**src/rtl/cmreg_pkg.sv**
```systemverilog
package cmreg_pkg;
  localparam int DW     = 32;
  localparam int ADDR_W = 9;
  localparam int NCAP   = 5;

  localparam logic [11:0] RAS_BASE  = 12'h040;
  localparam logic [11:0] LINK_BASE = 12'h080;
  localparam logic [11:0] HDM_BASE  = 12'h100;
  localparam logic [11:0] XSEC_BASE = 12'h180;
  localparam logic [11:0] SNP_BASE  = 12'h1C0;

  localparam logic [DW-1:0] UNC_MASK_W = 32'h0001_CFFF;
  localparam logic [DW-1:0] COR_MASK_W = 32'h0000_007F;
  localparam logic [DW-1:0] GCTL_W     = 32'h0000_0003;

  localparam int DEC_WORDS = 5;

  function automatic logic [2:0] caps_of(input logic [2:0] t);
    case (t)
      3'd2, 3'd3, 3'd4: caps_of = 3'd3;
      3'd5:             caps_of = 3'd5;
      default:          caps_of = 3'd2;
    endcase
  endfunction

  function automatic logic [DW-1:0] cap_hdr(input logic [2:0] k);
    case (k)
      3'd0:    cap_hdr = {RAS_BASE,  4'd2, 16'd2};
      3'd1:    cap_hdr = {LINK_BASE, 4'd2, 16'd4};
      3'd2:    cap_hdr = {HDM_BASE,  4'd1, 16'd5};
      3'd3:    cap_hdr = {XSEC_BASE, 4'd1, 16'd6};
      3'd4:    cap_hdr = {SNP_BASE,  4'd1, 16'd8};
      default: cap_hdr = '0;
    endcase
  endfunction

  function automatic logic [DW-1:0] dec_mask(input int j);
    case (j)
      0, 2:    dec_mask = 32'hF000_0000;
      1, 3:    dec_mask = 32'hFFFF_FFFF;
      default: dec_mask = 32'h0000_13FF;
    endcase
  endfunction

  function automatic logic [3:0] dec_cnt_enc(input int n);
    dec_cnt_enc = (n <= 1) ? 4'd0 : 4'($clog2(n));
  endfunction
endpackage

```
**src/rtl/cmreg_mreg.sv**
```systemverilog
module cmreg_mreg #(
  parameter int           W       = 32,
  parameter logic [W-1:0] RST_VAL = '0,
  parameter logic [W-1:0] WMASK   = '1
) (
  input  logic         clk,
  input  logic         rst,
  input  logic         we,
  input  logic [W-1:0] wdata,
  output logic [W-1:0] q
);
  always_ff @(posedge clk) begin
    if (rst) q <= RST_VAL;
    else if (we) q <= (wdata & WMASK) | (q & ~WMASK);
  end

  // bits outside the mask never move
  p_ro_bits_r1: assert property (@(posedge clk) disable iff (rst)
    we |=> ((q & ~WMASK) == ($past(q) & ~WMASK)));
  // no write, no change
  p_idle_hold_r1: assert property (@(posedge clk) disable iff (rst)
    !we |=> $stable(q));
endmodule

```
**src/rtl/cmreg_hdr.sv**
```systemverilog
module cmreg_hdr
  import cmreg_pkg::*;
(
  input  logic [2:0]    caps,
  input  logic [3:0]    idx,
  output logic [DW-1:0] rdata
);
  logic [2:0] k;
  assign k = 3'(idx - 4'd1);

  always_comb begin
    rdata = '0;
    if (idx == 4'd0)
      rdata = {5'd0, caps, 4'h1, 4'h1, 16'h0001};
    else if (idx <= {1'b0, caps})
      rdata = cap_hdr(k);
  end
endmodule

```
**src/rtl/cmreg_ras.sv**
```systemverilog
module cmreg_ras
  import cmreg_pkg::*;
(
  input  logic          clk,
  input  logic          rst,
  input  logic          we,
  input  logic [3:0]    off,
  input  logic [DW-1:0] wdata,
  output logic [DW-1:0] rdata
);
  localparam logic [3:0] OFF_UMASK = 4'd1;
  localparam logic [3:0] OFF_USEV  = 4'd2;
  localparam logic [3:0] OFF_CMASK = 4'd4;

  logic [DW-1:0] umask_q, usev_q, cmask_q;

  cmreg_mreg #(.W(DW), .RST_VAL(UNC_MASK_W), .WMASK(UNC_MASK_W)) u_umask (
    .clk(clk), .rst(rst), .we(we && off == OFF_UMASK), .wdata(wdata), .q(umask_q));
  cmreg_mreg #(.W(DW), .RST_VAL(UNC_MASK_W), .WMASK(UNC_MASK_W)) u_usev (
    .clk(clk), .rst(rst), .we(we && off == OFF_USEV), .wdata(wdata), .q(usev_q));
  cmreg_mreg #(.W(DW), .RST_VAL(COR_MASK_W), .WMASK(COR_MASK_W)) u_cmask (
    .clk(clk), .rst(rst), .we(we && off == OFF_CMASK), .wdata(wdata), .q(cmask_q));

  always_comb begin
    rdata = '0;
    if (off == OFF_UMASK)      rdata = umask_q;
    else if (off == OFF_USEV)  rdata = usev_q;
    else if (off == OFF_CMASK) rdata = cmask_q;
  end
endmodule

```
**src/rtl/cmreg_hdm.sv**
```systemverilog
module cmreg_hdm
  import cmreg_pkg::*;
#(
  parameter int NUM_DEC = 1
) (
  input  logic          clk,
  input  logic          rst,
  input  logic          present,
  input  logic          we,
  input  logic [4:0]    off,
  input  logic [DW-1:0] wdata,
  output logic [DW-1:0] rdata
);
  localparam int OFF_W      = 5;
  localparam int DEC_FIRST  = 4;
  localparam int DEC_STRIDE = 8;
  localparam logic [DW-1:0] CAP_WORD =
    {21'd0, 1'b0, 1'b1, 1'b1, 4'd1, dec_cnt_enc(NUM_DEC)};

  logic          wen;
  logic [DW-1:0] gctl_q;
  logic [NUM_DEC-1:0][DEC_WORDS-1:0][DW-1:0] dq;

  assign wen = we && present;

  cmreg_mreg #(.W(DW), .RST_VAL('0), .WMASK(GCTL_W)) u_gctl (
    .clk(clk), .rst(rst), .we(wen && off == OFF_W'(1)), .wdata(wdata), .q(gctl_q));

  for (genvar i = 0; i < NUM_DEC; i++) begin : g_dec
    for (genvar j = 0; j < DEC_WORDS; j++) begin : g_word
      cmreg_mreg #(.W(DW), .RST_VAL('0), .WMASK(dec_mask(j))) u_reg (
        .clk(clk), .rst(rst),
        .we(wen && off == OFF_W'(DEC_FIRST + DEC_STRIDE * i + j)),
        .wdata(wdata), .q(dq[i][j]));
    end
  end

  always_comb begin
    rdata = '0;
    if (present) begin
      if (off == OFF_W'(0)) rdata = CAP_WORD;
      if (off == OFF_W'(1)) rdata = gctl_q;
      for (int i = 0; i < NUM_DEC; i++)
        for (int j = 0; j < DEC_WORDS; j++)
          if (off == OFF_W'(DEC_FIRST + DEC_STRIDE * i + j)) rdata = dq[i][j];
    end
  end
endmodule

```
**src/rtl/cmreg_bank.sv**
```systemverilog
module cmreg_bank
  import cmreg_pkg::*;
#(
  parameter int NUM_DEC = 1
) (
  input  logic              clk,
  input  logic              rst,
  input  logic [2:0]        comp_type,
  input  logic              req_valid,
  input  logic              req_write,
  input  logic              req_size,
  input  logic [ADDR_W-1:0] req_addr,
  input  logic [DW-1:0]     req_wdata,
  output logic              rsp_valid,
  output logic [DW-1:0]     rsp_rdata
);
  logic [2:0]    caps_q;
  logic          legal, acc_wr, is_rd;
  logic          in_hdr, in_ras, in_hdm, hdm_present;
  logic [DW-1:0] hdr_rd, ras_rd, hdm_rd, rd_mux;

  assign legal       = !req_size && (req_addr[1:0] == 2'b00);
  assign acc_wr      = req_valid && req_write && legal;
  assign is_rd       = req_valid && !req_write;
  assign in_hdr      = req_addr[8:6] == 3'b000;
  assign in_ras      = req_addr[8:6] == 3'b001;
  assign in_hdm      = req_addr[8:7] == 2'b10;
  assign hdm_present = caps_q >= 3'd3;

  cmreg_hdr u_hdr (.caps(caps_q), .idx(req_addr[5:2]), .rdata(hdr_rd));

  cmreg_ras u_ras (
    .clk(clk), .rst(rst), .we(acc_wr && in_ras), .off(req_addr[5:2]),
    .wdata(req_wdata), .rdata(ras_rd));

  cmreg_hdm #(.NUM_DEC(NUM_DEC)) u_hdm (
    .clk(clk), .rst(rst), .present(hdm_present), .we(acc_wr && in_hdm),
    .off(req_addr[6:2]), .wdata(req_wdata), .rdata(hdm_rd));

  always_comb begin
    rd_mux = '0;
    if (legal) begin
      if (in_hdr)      rd_mux = hdr_rd;
      else if (in_ras) rd_mux = ras_rd;
      else if (in_hdm) rd_mux = hdm_rd;
    end
  end

  always_ff @(posedge clk) begin
    if (rst) begin
      caps_q    <= caps_of(comp_type);
      rsp_valid <= 1'b0;
      rsp_rdata <= '0;
    end else begin
      rsp_valid <= is_rd;
      if (is_rd) rsp_rdata <= rd_mux;
    end
  end

  // every read is answered in the next cycle
  p_rd_resp_r11: assert property (@(posedge clk) disable iff (rst)
    is_rd |=> rsp_valid);
  // writes give no response
  p_wr_no_resp_r11: assert property (@(posedge clk) disable iff (rst)
    (req_valid && req_write) |=> !rsp_valid);
  // wide reads return zero
  p_wide_zero_r8: assert property (@(posedge clk) disable iff (rst)
    (is_rd && req_size) |=> (rsp_rdata == '0));
  // unaligned reads return zero
  p_unal_zero_r9: assert property (@(posedge clk) disable iff (rst)
    (is_rd && req_addr[1:0] != 2'b00) |=> (rsp_rdata == '0));
  // absent decoder block reads zero
  p_hdm_absent_r6: assert property (@(posedge clk) disable iff (rst)
    (is_rd && in_hdm && !hdm_present) |=> (rsp_rdata == '0));
  // strap capture frozen outside reset
  p_strap_hold_r4: assert property (@(posedge clk) disable iff (rst)
    1'b1 |=> $stable(caps_q));
endmodule

```
**config.mk**
```make
export PLATFORM = sky130hd
export DESIGN_NAME = cmreg_bank
export DESIGN_NICKNAME = d
export VERILOG_FILES = /design/src/rtl/cmreg_pkg.sv /design/src/rtl/cmreg_mreg.sv /design/src/rtl/cmreg_hdr.sv /design/src/rtl/cmreg_ras.sv /design/src/rtl/cmreg_hdm.sv /design/src/rtl/cmreg_bank.sv
export SDC_FILE = /design/constraint.sdc
export NUM_CORES = 1
export LEC_CHECK = 0
export BUFFER_PORTS_ARGS = -buffer_cell sky130_fd_sc_hd__buf_2
export CAP_MARGIN = 0
export CELL_PAD_IN_SITES_DETAIL_PLACEMENT = 1
export CELL_PAD_IN_SITES_GLOBAL_PLACEMENT = 2
export CORE_AREA = 8 8 152 154
export CTS_CLUSTER_DIAMETER = 80
export CTS_CLUSTER_SIZE = 16
export DETAILED_ROUTE_END_ITERATION = 16
export DIE_AREA = 0 0 160 162
export PLACE_DENSITY = 0.87
export SLEW_MARGIN = 25
export SYNTH_ARGS = -nofsm -noshare
export SYNTH_HDL_FRONTEND = slang
export SYNTH_SLANG_ARGS = --single-unit
```
**constraint.sdc**
```tcl
create_clock -name clk -period 2.3 [get_ports clk]
set_input_delay 0.115 -clock clk [delete_from_list [all_inputs] [get_ports clk]]
set_output_delay 0.115 -clock clk [all_outputs]
set_load 0.02 [all_outputs]
```
==> results of run 1 <==
==> worst max-delay path by stage <==
stage | cells past startpoint | startpoint | slack (ps) | endpoint
6_report | 6 | caps_q[1] | 390 | rsp_rdata[2]
5_1_grt | 6 | caps_q[1] | 240 | rsp_rdata[2]
4_1_cts | 6 | caps_q[1] | 370 | rsp_rdata[2]
3_5_place_dp | 7 | req_addr[1] | 260 | u_hdm.g_dec[0].g_word[4].u_reg.q[12]
3_3_place_gp | 7 | req_addr[1] | 310 | u_hdm.g_dec[0].g_word[4].u_reg.q[2]
2_1_floorplan | 8 | req_addr[5] | 580 | u_hdm.g_dec[0].g_word[3].u_reg.q[10]
==> registers in the layout, summed over array words and instances (netlist names) <==
signal and count:
u_hdm.g_dec.g_word.u_reg.q 83, rsp_rdata 32, u_ras.u_umask.q 15, u_ras.u_usev.q 15, u_ras.u_cmask.q 7, caps_q 3
u_hdm.u_gctl.q 2, rsp_valid 1
==> worst max-delay path, delay by kind of cell (launching register included) <==
kind / cells / cell delay [ps]
AOI/OAI and AO/OA: 2 / 680
buffers and inverters: 1 / 100
and+or+nand+nor: 2 / 350
adders and majority gates: 1 / 240
DFF: 1 / 430
==> cells in the mapped netlist, drive strengths merged (5+ instances only) <==
library cell	instances
inv	8
dfxtp	155
a21oi	92
a211o	8
clkbuf	49
o21ai	30
nand4	9
nand3b	31
nor2	42
a22o	31
nand3	15
a22oi	21
nor2b	14
a221oi	7
nand2b	6
nor3	9
a2bb2oi	8
ha	5
o21a	5
nand2	228
nor4	6
mux2i	10
buf	16
==> layer usage <==
layer  vias up  share of wire  GRT usage
met5         -              0          0
met4         0          0.017    0.05905
met3        28          0.046    0.03594
met2       189           0.46     0.3028
met1      3312           0.47     0.2499
li1       3205              -          -
==> where the power goes <==
part / internal [mW] / switching [mW] / total, mW
Clock: 1.65 / 1.14 / 2.79
Combinational: 0.161 / 0.265 / 0.426
Sequential: 2.75 / 0.00597 / 2.76
==> cell type report <==
type / instances / area share
tap: 275 / 0.03976
clock inverter: 11 / 0.01330
timing repair buffer: 149 / 0.1194
clock buffer: 21 / 0.05335
inverter: 9 / 0.003904
multi-input combinational: 626 / 0.4012
sequential: 158 / 0.3690
==> stage by stage <==
| step | hold WS, ps | total power, mW | cells | instance area, um2 | setup slack [ps] |
|---|---|---|---|---|---|
| final | 6.252 | 5.975 | 1249 | 8653 | 389.0 |
| after global routing | 13.58 | 6.170 | 1249 | 8653 | 239.6 |
| after CTS | 3.960 | 6.022 | 1249 | 8653 | 370.9 |
| after detailed placement | 342.4 | 3.200 | 1186 | 7766 | 259.7 |
| after global placement | 341.4 | 3.199 | 1186 | 7766 | 311.7 |
| after floorplan | 203.5 | 3.014 | 858 | 6943 | 583.5 |
==> placed cells by master, fill, tap and decap left out, types with 21 or more instances in the layout <==
cell type and count:
dlygate4sd3_1 31, a22o_1 31, nand2_1 228, buf_2 80, dfxtp_1 155, buf_4 35
nand3b_1 31, a22oi_1 21, nor2_1 42, o21ai_0 30, a21oi_1 92
==> cell families (layout without fill, tap and decap cells) <==
group                      Yosys count  count (layout)  share of synthesized area
DFF                                158             158                     0.4599
xor gates and xnor gates             1               1                   0.001262
AOI/OAI and AO/OA                  227             227                     0.2132
muxes                               10              10                    0.01442
buffers and inverters               74             190                    0.04271
and+or+nand+nor                    383             383                     0.2595
adders and majority gates            5               5                   0.009011
==> flow_metrics.env, run 1 <==
export IMPL_p_per_area_nw_per_um2=690.4
export IMPL_clock_latency_ps=430
export IMPL_clock_fmax_mhz=523.3
export IMPL_setup_viol=0
export IMPL_cts_sinks=158
export IMPL_drc=0
export IMPL_reg2regPathDepth=6
export IMPL_dp_hpwl_mm=16.68
export IMPL_gp_congestion=0.8379
export IMPL_fin_nets=1015
export IMPL_syn_inst=858
export IMPL_postCtsResizedCells=0
export IMPL_portBuffers=81
export IMPL_cts_root_buf="clkbuf_16"
export IMPL_grt_max_degree=110
export IMPL_end_kind="flop"
export IMPL_path_class="flop to flop"
export IMPL_dr_total_vias=6734
export IMPL_placement_rows=53
export IMPL_path_max_fanout=4
export IMPL_die_area_um2=25920
export IMPL_synth_seq_cells=158
export IMPL_period_share=0.8309
export IMPL_drv_slew=0
export IMPL_cts_hold_fix_buffers=31
export IMPL_clk_pin_slew_ps=60
export IMPL_floorplan_initialDensity=0.3356
export IMPL_drive_gt1_frac=0.1663
export IMPL_r2r_start="caps_q[1]"
export IMPL_ys_warn_count=0
export IMPL_first_pass_iters=5
export IMPL_hold_end="u_hdm.g_dec[0].g_word[1].u_reg.q[6]"
export IMPL_worst_slew_pin_slew_ps=749.1
export IMPL_rsz0062_at_grt="false"
export IMPL_routedWlPerCell_um=19.50
export IMPL_grtUsageTotal=0.1879
export IMPL_final_util=0.4182
export IMPL_h_tree_depth=4
export IMPL_synthArstFlopShare=0
export IMPL_peakVddDrop_v=0.0004605
export IMPL_path_cells="inv_1, ha_1, a211oi_1, or2_2, nand3_1, o311ai_0"
export IMPL_wl_mm=24.35
export IMPL_worst_endpoint_arrival_ps=2220
export IMPL_avgSynthCellArea_um2=8.092
export IMPL_tns_ps=0
export IMPL_drt_iter0_drc=436
export IMPL_ys_seq_area_frac=0.4599
export IMPL_period_needed_ps=1911
export IMPL_io_pins=82
export IMPL_synth_area_top_cells="dfxtp_1 45%, nand2_1 12%, a21oi_1 6.6%"
export IMPL_synth_largest_area_cell="dfxtp_1"
export IMPL_max_stage_delay_ps=430
export IMPL_cp_slowest_cell="edfxtp_1"
export IMPL_reg2reg_to="rsp_rdata[2]"
export IMPL_grt_pass1_vias=6990
export IMPL_post_cts_setup_buffer_count=0
export IMPL_cts_buffer_depth=2
export IMPL_synth_top_cell_area_share=0.4469
export IMPL_postRouteAntennaNets=0
export IMPL_antenna_found_initial=0
export IMPL_power_leakage_nw=3.343
export IMPL_areaGrowthSynthToFinish_pct=24.64
export IMPL_synth_ff_type="dfxtp_1"
export IMPL_synth_edff_count=3
export IMPL_tritoncts="yes"
export IMPL_cp_required_ps=2610
export IMPL_hp_start="req_wdata[6]"
export IMPL_via_per_inst=5.392
export IMPL_dieWidth_um=160
export IMPL_cap_violations=0
export IMPL_synthesis_area_um2=6943
export IMPL_fillers=2521
export IMPL_min_path_type="input port to flop"
export IMPL_cts_buffers=17
export IMPL_grt_pass1_wl_mm=39.00
export IMPL_worst_setup_path_start_kind="flop"
export IMPL_r2r_slack_ps=390
export IMPL_finalHoldViolations=0
export IMPL_ys_types=53
export IMPL_status="finished clean"
export IMPL_holdPathStages=3
export IMPL_die_h_um=162
export IMPL_overflow=0
export IMPL_core_area_um2=20690
export IMPL_antennaDiodeCount=0
export IMPL_skew_ps=10.18
export IMPL_multi_input_area_um2=3472
export IMPL_synth_net_count=912
export IMPL_relSlewSlack=0.4983
export IMPL_seqCellArea_um2=3193
No activity file was read; power rests on OpenSTA's default activity.
==> run 2: changes to the inputs <==
clock period = 1.85 ns   (was 2.3 ns; I/O delays follow)
==> run 2 against run 1 <==
Setup slack got worse by 340 ps. Sequential share of layout area fell by 1.8 points. Count of clock-buffer cells in the layout down 3. Core utilization grew 2.2 points. Register-to-register slack worse by 340 ps. Clock skew is 3.4 ps lower. Critical path type unchanged.
==> flow_metrics.env, run 2 (same netlist as run 1, synthesis figures left out) <==
export IMPL_setup_viol=0
export IMPL_dr_total_vias=6898
export IMPL_grtUsageTotal=0.1969
export IMPL_power_leakage_nw=3.572
export IMPL_max_stage_delay_ps=410
export IMPL_worst_slew_pin_slew_ps=843.2
export IMPL_via_per_inst=5.364
export IMPL_placed_area_um2=8006
export IMPL_final_util=0.4399
export IMPL_grt_pass1_wl_mm=40.23
export IMPL_design_area_um2=9102
export IMPL_floorplan_initialDensity=0.3356
export IMPL_grt_pass1_vias=7189
export IMPL_finalWorstSetupSlack_ps=53.96
export IMPL_min_path_type="input port to flop"
export IMPL_clock_fmax_mhz=556.8
export IMPL_dpl_worst_slack_ps=-195.2
export IMPL_fin_nets=1052
export IMPL_die_area_um2=25920
export IMPL_rsz0062_at_grt="true"
export IMPL_wl_mm=25.45
export IMPL_drive_gt1_frac=0.1978
export IMPL_cts_root_buf="clkbuf_16"
export IMPL_cts_buffers=17
export IMPL_areaGrowthSynthToFinish_pct=31.10
export IMPL_peakVddDrop_v=0.0005567
export IMPL_path_class="flop to flop"
export IMPL_layout_commonest_cell="nand2_1"
export IMPL_h_tree_depth=4
export IMPL_dp_hpwl_mm=17.26
export IMPL_relSlewSlack=0.4378
export IMPL_skew_ps=6.727
export IMPL_drc=0
export IMPL_worst_setup_path_start_kind="flop"
export IMPL_routedWlPerCell_um=19.79
export IMPL_overflow=0
export IMPL_fin_hold_ws_ps=22.78
export IMPL_io_pins=82
export IMPL_finalHoldViolations=0
export IMPL_largest_register="u_hdm.g_dec.g_word.u_reg.q"
export IMPL_drv_slew=0
export IMPL_end_kind="flop"
export IMPL_core_area_um2=20690
export IMPL_cp_required_ps=2160
export IMPL_layout_common_cells="227 x nand2_1, 155 x dfxtp_1, 91 x a21oi_1"
export IMPL_dp_cells=1213
export IMPL_dieWidth_um=160
export IMPL_cts_sinks=158
export IMPL_path_cells="buf_4, ha_1, nand3_1, o21ai_1, or2_2, a31oi_1, o21ai_0"
export IMPL_worst_endpoint_arrival_ps=2110
export IMPL_largest_reg_flops=83
export IMPL_antennaDiodeCount=0
export IMPL_period_needed_ps=1796
export IMPL_period_share=0.9708
export IMPL_portBuffers=81
export IMPL_path_max_fanout=4
export IMPL_tritoncts="yes"
export IMPL_power_mw=8.058
export IMPL_first_pass_iters=5
export IMPL_reg_top3="u_hdm.g_dec.g_word.u_reg.q: 83 flops, rsp_rdata: 32 flops"
export IMPL_cap_violations=0
export IMPL_cts_buffer_depth=2
export IMPL_p_per_area_nw_per_um2=885.3
export IMPL_grt_max_degree=81
export IMPL_die_h_um=162
export IMPL_placement_rows=53
export IMPL_tns_ps=0
export IMPL_clock_latency_ps=430
export IMPL_clk_pin_slew_ps=60
export IMPL_gp_congestion=0.8694
export IMPL_status="finished clean"
export IMPL_antenna_found_initial=0
export IMPL_fin_cells=1286
export IMPL_postRouteAntennaNets=0
export IMPL_cp_slowest_cell="edfxtp_1"
export IMPL_drt_iter0_drc=420
-- run 2: changes by cell type in the layout (fill, tap and decap cells not counted), moves of 3 or more --
cell           previous run  this run
buf_4                    35        62
inv_6                     0         3
clkinv_2                  6         0
clkbuf_1                  3         0
buf_12                    3         6
bufinv_16                 2         5
dlygate4sd3_1            31        37
-- run 2: power breakdown --
group / switching, mW / total, mW / internal, mW / leakage (nW)
sequential: 0.00627 / 3.43 / 3.42 / 1.28
clock: 1.53 / 4.04 / 2.51 / 0.325
combinational: 0.346 / 0.593 / 0.247 / 1.97
total: 1.89 / 8.06 / 6.17 / 3.57
-- run 2: critical path: cells and delay by family, from the launching register on --
family | cells | cell delay, ps
flip-flops | 1 | 410
buffers and inverters | 1 | 160
adder cells (fa/ha/maj) | 1 | 260
AO/OA/AOI/OAI | 3 | 440
AND/OR/NAND/NOR | 2 | 410
-- run 2: final cells by class --
class / count / area (um2)
Multi-Input combinational cell: 626 / 3485
Fill cell: 2467 / 11590
Inverter: 9 / 33.78
Timing Repair Buffer: 186 / 1368
Tap cell: 275 / 344.1
Clock buffer: 18 / 450.4
Sequential cell: 158 / 3193
Clock inverter: 14 / 229.0
-- run 2: worst paths after layout --
kind                                     from            end  slack [ps]  depth (start not counted)
worst max-delay path                caps_q[0]  rsp_rdata[16]          50                          7
worst min-delay path             comp_type[0]      caps_q[1]          20                          3
worst max register to register      caps_q[0]  rsp_rdata[16]          50                          7
worst min register to register  rsp_rdata[25]  rsp_rdata[25]         440                          2
-- run 2: timing repair --
| action | 4_1_cts | 5_1_grt |
|---|---|---|
| buffers inserted | 1 | 3 |
| hold endpoints to repair | 109 | 0 |
| cloned | 0 | 0 |
| setup endpoints to repair | 12 | 29 |
| pin swaps | 1 | 0 |
| hold buffers | 37 | 0 |
| resized for setup | 3 | 4 |
-- run 2: layer usage --
metal	track usage	up-vias	wire length [um]
met5	0	-	0
met4	0.06075	0	434
met3	0.03746	32	1171
met2	0.3326	189	12200
met1	0.2500	3394	11640
li1	-	3283	-
==> run 3: changes to the inputs <==
CORE_AREA = 8 8 162 164   (was 8 8 152 154)
DIE_AREA = 0 0 170 172   (was 0 0 160 162)
PLACE_DENSITY = 0.78   (was 0.87)
clock period = 2 ns   (was 1.85 ns; I/O delays follow)
==> run 3 against run 2 <==
Non-clock buffer count decreased by 19. Hold slack lost 17 ps. Total power decreased by 19%. Clock power shrank 29%. Setup slack improved by 130 ps. Clock skew hardly changed. Critical path depth decreased by 2. Sequential share of layout area increased by 1.0 points. Sequential power decreased by 7.6%. Die area increased by 13%. Fmax shrank 0.84%. Critical endpoint is now u_hdm.g_dec[0].g_word[0].u_reg.q[30]. Highest routed layer is now met5.
==> flow_metrics.env, run 3 (same netlist as run 1, synthesis figures left out) <==
export IMPL_wl_mm=25.26
export IMPL_core_area_um2=23820
export IMPL_cts_buffers=17
export IMPL_grt_pass1_wl_mm=39.30
export IMPL_path_max_fanout=7
export IMPL_min_path_type="input port to flop"
export IMPL_via_per_inst=5.129
export IMPL_cts_sinks=158
export IMPL_multi_input_area_um2=3477
export IMPL_path_class="flop to flop"
export IMPL_setup_viol=0
export IMPL_die_area_um2=29240
export IMPL_worst_endpoint_arrival_ps=2090
export IMPL_routedWlPerCell_um=19.21
export IMPL_layout_common_cells="228 x nand2_1, 155 x dfxtp_1, 92 x a21oi_1"
export IMPL_reg2regPathDepth=5
export IMPL_skew_ps=6.708
export IMPL_io_pins=82
export IMPL_drc=0
export IMPL_fillers=2897
export IMPL_cts_buffer_depth=2
export IMPL_gp_congestion=0.8359
export IMPL_fin_cells=1315
export IMPL_largest_register="u_hdm.g_dec.g_word.u_reg.q"
export IMPL_clock_fmax_mhz=552.1
export IMPL_dr_total_vias=6744
export IMPL_clk_pin_slew_ps=60
export IMPL_reg2reg_to="u_hdm.g_dec[0].g_word[0].u_reg.q[30]"
export IMPL_worst_slew_pin_slew_ps=604.5
export IMPL_drt_iter0_drc=371
export IMPL_end_kind="flop"
export IMPL_areaGrowthSynthToFinish_pct=27.41
export IMPL_endpoint="u_hdm.g_dec[0].g_word[0].u_reg.q[30]"
export IMPL_post_cts_setup_buffer_count=0
export IMPL_dp_cells=1252
export IMPL_h_tree_depth=4
export IMPL_floorplan_initialDensity=0.2915
export IMPL_dieWidth_um=170
export IMPL_r2r_start="caps_q[0]"
export IMPL_rsz0062_at_grt="false"
export IMPL_tritoncts="yes"
export IMPL_layout_commonest_cell="nand2_1"
export IMPL_p_per_area_nw_per_um2=740.9
export IMPL_power_mw=6.554
export IMPL_dp_hpwl_mm=17.21
export IMPL_drv_slew=0
export IMPL_overflow=0
export IMPL_grt_pass1_vias=6909
export IMPL_period_needed_ps=1811
export IMPL_path_cells="a21oi_1, nor4_4, and4_1, mux2i_1, nor2_1"
export IMPL_first_pass_iters=5
export IMPL_finalHoldViolations=0
export IMPL_peakVddDrop_v=0.0003397
export IMPL_r2r_slack_ps=190
export IMPL_grt_max_degree=113
export IMPL_seqCellArea_um2=3193
export IMPL_cts_root_buf="clkbuf_16"
export IMPL_drive_gt1_frac=0.1778
export IMPL_tns_ps=0
export IMPL_die_h_um=172
export IMPL_placement_rows=57
export IMPL_portBuffers=81
export IMPL_worst_setup_path_start_kind="flop"
export IMPL_cap_violations=0
export IMPL_cp_slowest_cell="and4_1"
export IMPL_largest_reg_flops=83
export IMPL_status="finished clean"
export IMPL_max_stage_delay_ps=440
export IMPL_crit_start="caps_q[0]"
export IMPL_period_share=0.9057
export IMPL_fin_nets=1033
export IMPL_postRouteAntennaNets=0
export IMPL_cp_required_ps=2280
export IMPL_clock_latency_ps=420
export IMPL_reg_top3="u_hdm.g_dec.g_word.u_reg.q: 83 flops, rsp_rdata: 32 flops"
export IMPL_power_leakage_nw=3.422
export IMPL_grtUsageTotal=0.1735
export IMPL_antenna_found_initial=1
export IMPL_relSlewSlack=0.5955
==> run 3: cell count changes in the layout (fill, tap and decap cells not counted), moves of 2 or more <==
| cell | change |
|---|---|
| clkbuf_1 | +5 |
| clkinv_2 | +5 |
| inv_6 | -3 |
| buf_4 | -15 |
| buf_12 | +2 |
| clkinvlp_4 | -2 |
| dlygate4sd3_1 | -5 |
| bufinv_16 | -5 |
==> run 3: through the flow <==
stage            util  hold slack [ps]  worst slack, ps  area (um2)
2_1_floorplan       -            188.5            298.5        6943
3_3_place_gp   0.3366            323.4            38.35        8018
3_5_place_dp   0.3366            322.7            4.301        8018
4_1_cts        0.3710           0.2061            77.63        8838
5_1_grt        0.3713            10.21            72.74        8843
6_report       0.3714            5.510            188.7        8846
==> run 3: timing repair <==
action / CTS / global route
hold endpoints to repair: 90 / 0
setup endpoints to repair: 0 / 2
resized for setup: 0 / 2
hold buffers: 32 / 0
==> run 3: final cells by class <==
type / instances / area share
inverters: 9 / 0.003819
flip-flops and latches: 158 / 0.3610
clock buffers: 23 / 0.05177
multi-input cells: 626 / 0.3931
repair buffers: 167 / 0.1395
well taps: 324 / 0.04583
diodes: 1 / 0.0002829
clock inverters: 7 / 0.004809
==> run 3: layer usage <==
metal	vias up	track usage	routed length, um
met3	23	0.03265	1188
met1	3325	0.2312	11920
li1	3241	-	-
met2	153	0.2788	11790
met4	2	0.05759	344
met5	-	0	13
==> run 3: worst min path at each step <==
stage / startpoint / end / slack (ps) / depth (start not counted)
floorplan: req_write / rsp_valid / 190 / 1
global placement: req_write / rsp_valid / 320 / 2
detailed placement: req_write / rsp_valid / 320 / 2
CTS: req_wdata[4] / u_hdm.g_dec[0].g_word[1].u_reg.q[4] / 0.2 / 3
global route: req_wdata[0] / u_hdm.g_dec[0].g_word[1].u_reg.q[0] / 10 / 3
finish: req_wdata[4] / u_hdm.g_dec[0].g_word[1].u_reg.q[4] / 6 / 3
==> run 3: where the power goes <==
| part | total, mW | switching [mW] | leakage (nW) | internal [mW] |
|---|---|---|---|---|
| clock | 2.86 | 1.27 | 0.250 | 1.60 |
| combinational | 0.518 | 0.313 | 1.89 | 0.206 |
| sequential | 3.17 | 0.00683 | 1.28 | 3.16 |
| total | 6.55 | 1.59 | 3.42 | 4.97 |
==> run 3: worst max-delay path: cells and delay by family (launching register included) <==
family / cells / cell delay [ps]
AOI/OAI and AO/OA: 1 / 140
muxes: 1 / 230
DFF: 1 / 420
and+or+nand+nor: 3 / 890
